`src/rtl/pdc_pkg.sv`:
```
package pdc_pkg;
  typedef enum logic [2:0] {
    PRED_EQ    = 3'd0,
    PRED_LT    = 3'd1,
    PRED_LE    = 3'd2,
    PRED_UNORD = 3'd3,
    PRED_NEQ   = 3'd4,
    PRED_NLT   = 3'd5,
    PRED_NLE   = 3'd6,
    PRED_ORD   = 3'd7
  } pred_e;

  typedef struct packed {
    logic nan;
    logic snan;
    logic sub;
  } fp_class_t;
endpackage

```
`src/rtl/pdc_classify.sv`:
```
module pdc_classify
  import pdc_pkg::*;
#(
  parameter int EXP_W = 11,
  parameter int MAN_W = 52
) (
  input  logic [EXP_W+MAN_W:0] val,
  output fp_class_t            cls
);
  logic exp_ones, exp_zero, man_nz;

  always_comb begin
    exp_ones  = &val[EXP_W+MAN_W-1:MAN_W];
    exp_zero  = ~|val[EXP_W+MAN_W-1:MAN_W];
    man_nz    = |val[MAN_W-1:0];
    cls.nan   = exp_ones && man_nz;
    cls.snan  = exp_ones && man_nz && !val[MAN_W-1];
    cls.sub   = exp_zero && man_nz;
  end
endmodule

```
`src/rtl/pdc_magcmp.sv`:
```
module pdc_magcmp #(
  parameter int EXP_W = 11,
  parameter int MAN_W = 52
) (
  input  logic [EXP_W+MAN_W:0] a,
  input  logic [EXP_W+MAN_W:0] b,
  output logic                 eq,
  output logic                 lt
);
  localparam int W = 1 + EXP_W + MAN_W;

  logic [W-2:0] mag_a, mag_b;
  logic         sa, sb, both_zero, mag_lt, mag_gt;

  always_comb begin
    sa        = a[W-1];
    sb        = b[W-1];
    mag_a     = a[W-2:0];
    mag_b     = b[W-2:0];
    both_zero = (mag_a == '0) && (mag_b == '0);
    mag_lt    = mag_a < mag_b;
    mag_gt    = mag_a > mag_b;
    eq        = both_zero || (a == b);
    lt        = !both_zero &&
                ((sa && !sb) || (!sa && !sb && mag_lt) || (sa && sb && mag_gt));
  end
endmodule

```
`src/rtl/pdc_lane.sv`:
```
module pdc_lane
  import pdc_pkg::*;
#(
  parameter int EXP_W = 11,
  parameter int MAN_W = 52
) (
  input  logic [EXP_W+MAN_W:0] a,
  input  logic [EXP_W+MAN_W:0] b,
  input  pred_e                pred,
  output logic                 hit,
  output logic                 inv,
  output logic                 sub
);
  fp_class_t ca, cb;
  logic      eq, lt, unord, base, qsig;

  pdc_classify #(.EXP_W(EXP_W), .MAN_W(MAN_W)) u_cls_a (.val(a), .cls(ca));
  pdc_classify #(.EXP_W(EXP_W), .MAN_W(MAN_W)) u_cls_b (.val(b), .cls(cb));
  pdc_magcmp   #(.EXP_W(EXP_W), .MAN_W(MAN_W)) u_cmp (.a(a), .b(b), .eq(eq), .lt(lt));

  always_comb begin
    unord = ca.nan || cb.nan;
    unique case (pred[1:0])
      2'd0:    base = !unord && eq;
      2'd1:    base = !unord && lt;
      2'd2:    base = !unord && (lt || eq);
      default: base = unord;
    endcase
    // bit 2 of the code negates the base relation
    hit  = base ^ pred[2];
    qsig = (pred[1:0] == 2'd1) || (pred[1:0] == 2'd2);
    inv  = ca.snan || cb.snan || (qsig && unord);
    sub  = ca.sub || cb.sub;
  end
endmodule

```
`src/rtl/pd_cmp_unit.sv`:
```
module pd_cmp_unit
  import pdc_pkg::*;
#(
  parameter int LANES = 2,
  parameter int EXP_W = 11,
  parameter int MAN_W = 52
) (
  input  logic                              clk,
  input  logic                              rst_n,
  input  logic                              in_valid,
  output logic                              in_ready,
  input  logic [LANES*(1+EXP_W+MAN_W)-1:0]  in_a,
  input  logic [LANES*(1+EXP_W+MAN_W)-1:0]  in_b,
  input  logic [2:0]                        in_pred,
  output logic                              out_valid,
  input  logic                              out_ready,
  output logic [LANES*(1+EXP_W+MAN_W)-1:0]  out_mask,
  input  logic                              clr_flags,
  output logic                              flag_invalid,
  output logic                              flag_denormal
);
  localparam int W  = 1 + EXP_W + MAN_W;
  localparam int DW = LANES * W;

  logic [LANES-1:0] hit, inv, sub;
  logic [DW-1:0]    nxt_mask;
  logic             fire;
  pred_e            pred;

  assign pred     = pred_e'(in_pred);
  assign in_ready = !out_valid || out_ready;
  assign fire     = in_valid && in_ready;

  for (genvar k = 0; k < LANES; k++) begin : g_lane
    pdc_lane #(.EXP_W(EXP_W), .MAN_W(MAN_W)) u_lane (
      .a   (in_a[k*W +: W]),
      .b   (in_b[k*W +: W]),
      .pred(pred),
      .hit (hit[k]),
      .inv (inv[k]),
      .sub (sub[k])
    );
    assign nxt_mask[k*W +: W] = {W{hit[k]}};
  end

  always_ff @(posedge clk) begin
    if (!rst_n) begin
      out_valid     <= 1'b0;
      out_mask      <= '0;
      flag_invalid  <= 1'b0;
      flag_denormal <= 1'b0;
    end else begin
      if (fire) begin
        out_valid <= 1'b1;
        out_mask  <= nxt_mask;
      end else if (out_ready) begin
        out_valid <= 1'b0;
      end
      flag_invalid  <= (flag_invalid  && !clr_flags) || (fire && |inv);
      flag_denormal <= (flag_denormal && !clr_flags) || (fire && |sub);
    end
  end
endmodule

```
`config.mk`:
```
export PLATFORM = sky130hd
export DESIGN_NAME = pd_cmp_unit
export DESIGN_NICKNAME = d
export VERILOG_FILES = /design/src/rtl/pdc_pkg.sv /design/src/rtl/pdc_classify.sv /design/src/rtl/pdc_magcmp.sv /design/src/rtl/pdc_lane.sv /design/src/rtl/pd_cmp_unit.sv
export SDC_FILE = /design/constraint.sdc
export NUM_CORES = 1
export LEC_CHECK = 0
export BUFFER_PORTS_ARGS = -buffer_cell sky130_fd_sc_hd__buf_2
export CORE_AREA = 2 2 155 157
export DETAILED_ROUTE_END_ITERATION = 16
export DIE_AREA = 0 0 157 159
export HOLD_SLACK_MARGIN = 0.12
export SYNTH_ARGS = -nofsm -noshare
export SYNTH_HDL_FRONTEND = slang
export SYNTH_SLANG_ARGS = --single-unit
export TNS_END_PERCENT = 100
```
`constraint.sdc`:
```
create_clock -name clk -period 3.3 [get_ports clk]
set_input_delay 0.33 -clock clk [delete_from_list [all_inputs] [get_ports clk]]
set_output_delay 0.33 -clock clk [all_outputs]
set_load 0.01 [all_outputs]
```
==> results.sh <==
export IMPL_dp_hpwl_mm=18.5
export IMPL_cp_common_cell="a211oi_1"
export IMPL_grt_pass1_vias=6002
export IMPL_powerDensity_mw_per_mm2=166
export IMPL_multi_input_area_mm2=0.00387
export IMPL_drv_slew=0
export IMPL_drive_above_1_share_pct=39.9
export IMPL_ys_seq_elements=5
export IMPL_min_period_ps=2670
export IMPL_leakagePower_uw=0.00427
export IMPL_synth_area_per_cell_um2=7.11
export IMPL_via_per_inst=4.62
export IMPL_fill_cells=2572
export IMPL_required_ps=3410
export IMPL_drc=0
export IMPL_numClockSinks=5
export IMPL_holdBufCountCts=0
export IMPL_cp_start_kind="primary input"
export IMPL_grt_max_degree=66
export IMPL_htreeDepth=1
export IMPL_cap_violations=0
export IMPL_min_path_type="primary input to flop"
export IMPL_cts_root_buffer="clkbuf_16"
export IMPL_area_delta_synth_final_pct=28.8
export IMPL_hold_worst_slack_ps=367
export IMPL_worst_path_max_fanout=2
export IMPL_start_util_pct=23.4
export IMPL_wl_per_cell_um=14.6
export IMPL_worstSkewPairLatency_ps=230
export IMPL_maxSlewHeadroom_pct=44.4
export IMPL_cts_setup_buffers=0
export IMPL_postCtsResizedCells=0
export IMPL_finalHoldViolations=0
export IMPL_grt_pass1_wl_mm=30.0
export IMPL_ys_seq_area_share_pct=1.84
export IMPL_synth_warnings=0
export IMPL_synth_area_mm2=0.00543
export IMPL_critPathArrivalTime_ps=2780
export IMPL_placed_cell_area_mm2=0.00691
export IMPL_final_cell_area_mm2=0.00700
export IMPL_worstMarginPinSlew_ps=834
export IMPL_grt_overflow=0
export IMPL_place_ws_ps=333
export IMPL_vdd_drop_max_uv=144
export IMPL_die_w_um=157
export IMPL_cp_slowest_cell="a211oi_1"
export IMPL_wl_mm=20.0
export IMPL_crit_type="primary input to flop"
export IMPL_die_h_um=159
export IMPL_final_antenna_net_count=0
export IMPL_slowest_delay_ps=470
export IMPL_die_area_mm2=0.0250
export IMPL_ys_types=44
export IMPL_cts_tree="built"
export IMPL_grt_util_all_layers_pct=14.8
export IMPL_setup_viol=0
export IMPL_drtPass1Iterations=4
export IMPL_crit_path_end_kind="flop"
export IMPL_antenna_found_initial=7
export IMPL_regArea_um2=101
export IMPL_synth_cells=764
export IMPL_gp_congestion=0.945
export IMPL_first_iter_violations=174
export IMPL_cts_buffers=3
export IMPL_fin_util_pct=30.2
export IMPL_crit_chain="buf_2, ha_1, a21oi_1, nor2_1, a211oi_1, o21ai_0, a211oi_1, o21ai_0, a211oi_1, mux2i_1, mux2i_1, nand2_1"
export IMPL_portBuffers=395
export IMPL_vias=6304
export IMPL_fmax_ghz=0.374
export IMPL_final_common_cell="buf_2"
export IMPL_fin_setup_tns_ps=0
export IMPL_coreArea_mm2=0.0232
export IMPL_boundaryPins=396
export IMPL_status="finished clean"
export IMPL_setup_ws_ps=626
export IMPL_clock_skew_ps=3.21
export IMPL_synth_net_count=1163
export IMPL_clk_pin_slew_worst_paths_ps=30
export IMPL_rsz0062_at_grt="false"
export IMPL_clockBufferDepth=2
export IMPL_layout_nets=1443
export IMPL_layout_common_cells="buf_2 (395), inv_1 (138), ha_1 (135)"
export IMPL_rows=56
export IMPL_min_period_over_period_pct=81.0
==> state kept, by name, indices dropped and copies added (netlist names) <==
| register | cells |
|---|---|
| out_valid | 1 |
| flag_denormal | 1 |
| out_mask | 2 |
| flag_invalid | 1 |
==> cells by family (layout without fill, tap and decap cells) <==
group,Yosys count,in the layout,share of synthesized area [%]
simple gates,227,227,24.0
flops,5,5,1.84
buf+inv,264,543,26.9
other cells,0,3,0
mux,3,3,0.553
compound gates,130,130,15.5
fa+ha+maj,135,135,31.1
==> layout make-up <==
cell class	instances	share of cell area, %
multi-input cells	495	55.3
clock buffers	4	1.13
repair buffers	401	28.9
flip-flops and latches	5	1.45
inverters	138	7.40
diodes	3	0.107
well taps	319	5.70
==> per-layer routing <==
layer | GRT usage [%] | share of wire (%) | vias to the layer above | wire [um]
li1 | - | - | 3205 | -
met1 | 18.0 | 43 | 2781 | 8550
met2 | 26.4 | 47 | 274 | 9350
met3 | 3.59 | 7.9 | 36 | 1580
met4 | 3.09 | 2.1 | 8 | 421
met5 | 0 | 0.29 | - | 57
==> cell usage after synthesis, drive strengths merged <==
master | number | area (um^2)
a2111oi | 1 | 10.0
a211oi | 9 | 72.6
a21boi | 3 | 22.5
a21o | 33 | 248
a21oi | 44 | 220
a221o | 1 | 10.0
a221oi | 2 | 23.8
a22oi | 1 | 7.51
a31o | 2 | 17.5
a31oi | 3 | 18.8
a32oi | 2 | 17.5
and2 | 2 | 12.5
and3 | 4 | 25.0
and4 | 1 | 8.76
buf | 126 | 946
dfxtp | 5 | 100
ha | 135 | 1690
inv | 138 | 518
mux2i | 3 | 30.0
nand2 | 25 | 93.8
nand2b | 6 | 37.5
nand3 | 25 | 125
nand3b | 1 | 7.51
nand4 | 46 | 288
nor2 | 25 | 93.8
nor2b | 3 | 18.8
nor3 | 13 | 70.1
nor3b | 1 | 7.51
nor4 | 72 | 499
o2111ai | 1 | 8.76
o211ai | 2 | 15.0
o21ai | 18 | 90.1
o22ai | 3 | 25.0
o31ai | 5 | 37.5
or2 | 1 | 6.26
or3 | 2 | 12.5
==> where the power goes <==
part,total (uW),switching [uW],internal (uW)
clock,197,37.3,160
combinational,878,481,396
sequential,83.7,19.3,64.4
total,1160,538,621
==> critical path, delay by kind of cell <==
family / cells / cell delay [ps]
AND/OR/NAND/NOR: 2 / 120
buffers and inverters: 1 / 110
adder cells (fa/ha/maj): 1 / 300
AO/OA/AOI/OAI: 6 / 1440
multiplexers: 2 / 490
==> worst paths after layout <==
kind / startpoint / end / slack [ps] / cells past startpoint
hold / removal: in_valid / out_valid / 370 / 3
setup / recovery: in_a[68] / out_mask[64] / 630 / 12
hold reg to reg: flag_denormal / flag_denormal / 480 / 2
setup reg to reg: out_valid / out_mask[64] / 2000 / 6
==> through the flow <==
| stage | std cells | power, uW |
|---|---|---|
| after global placement | 1358 | 955 |
| final | 1365 | 1160 |
| after global routing | 1363 | 1280 |
| after floorplan | 764 | 711 |
| after detailed placement | 1358 | 963 |
| after CTS | 1362 | 1170 |
Power figures use the tool's default switching activity.
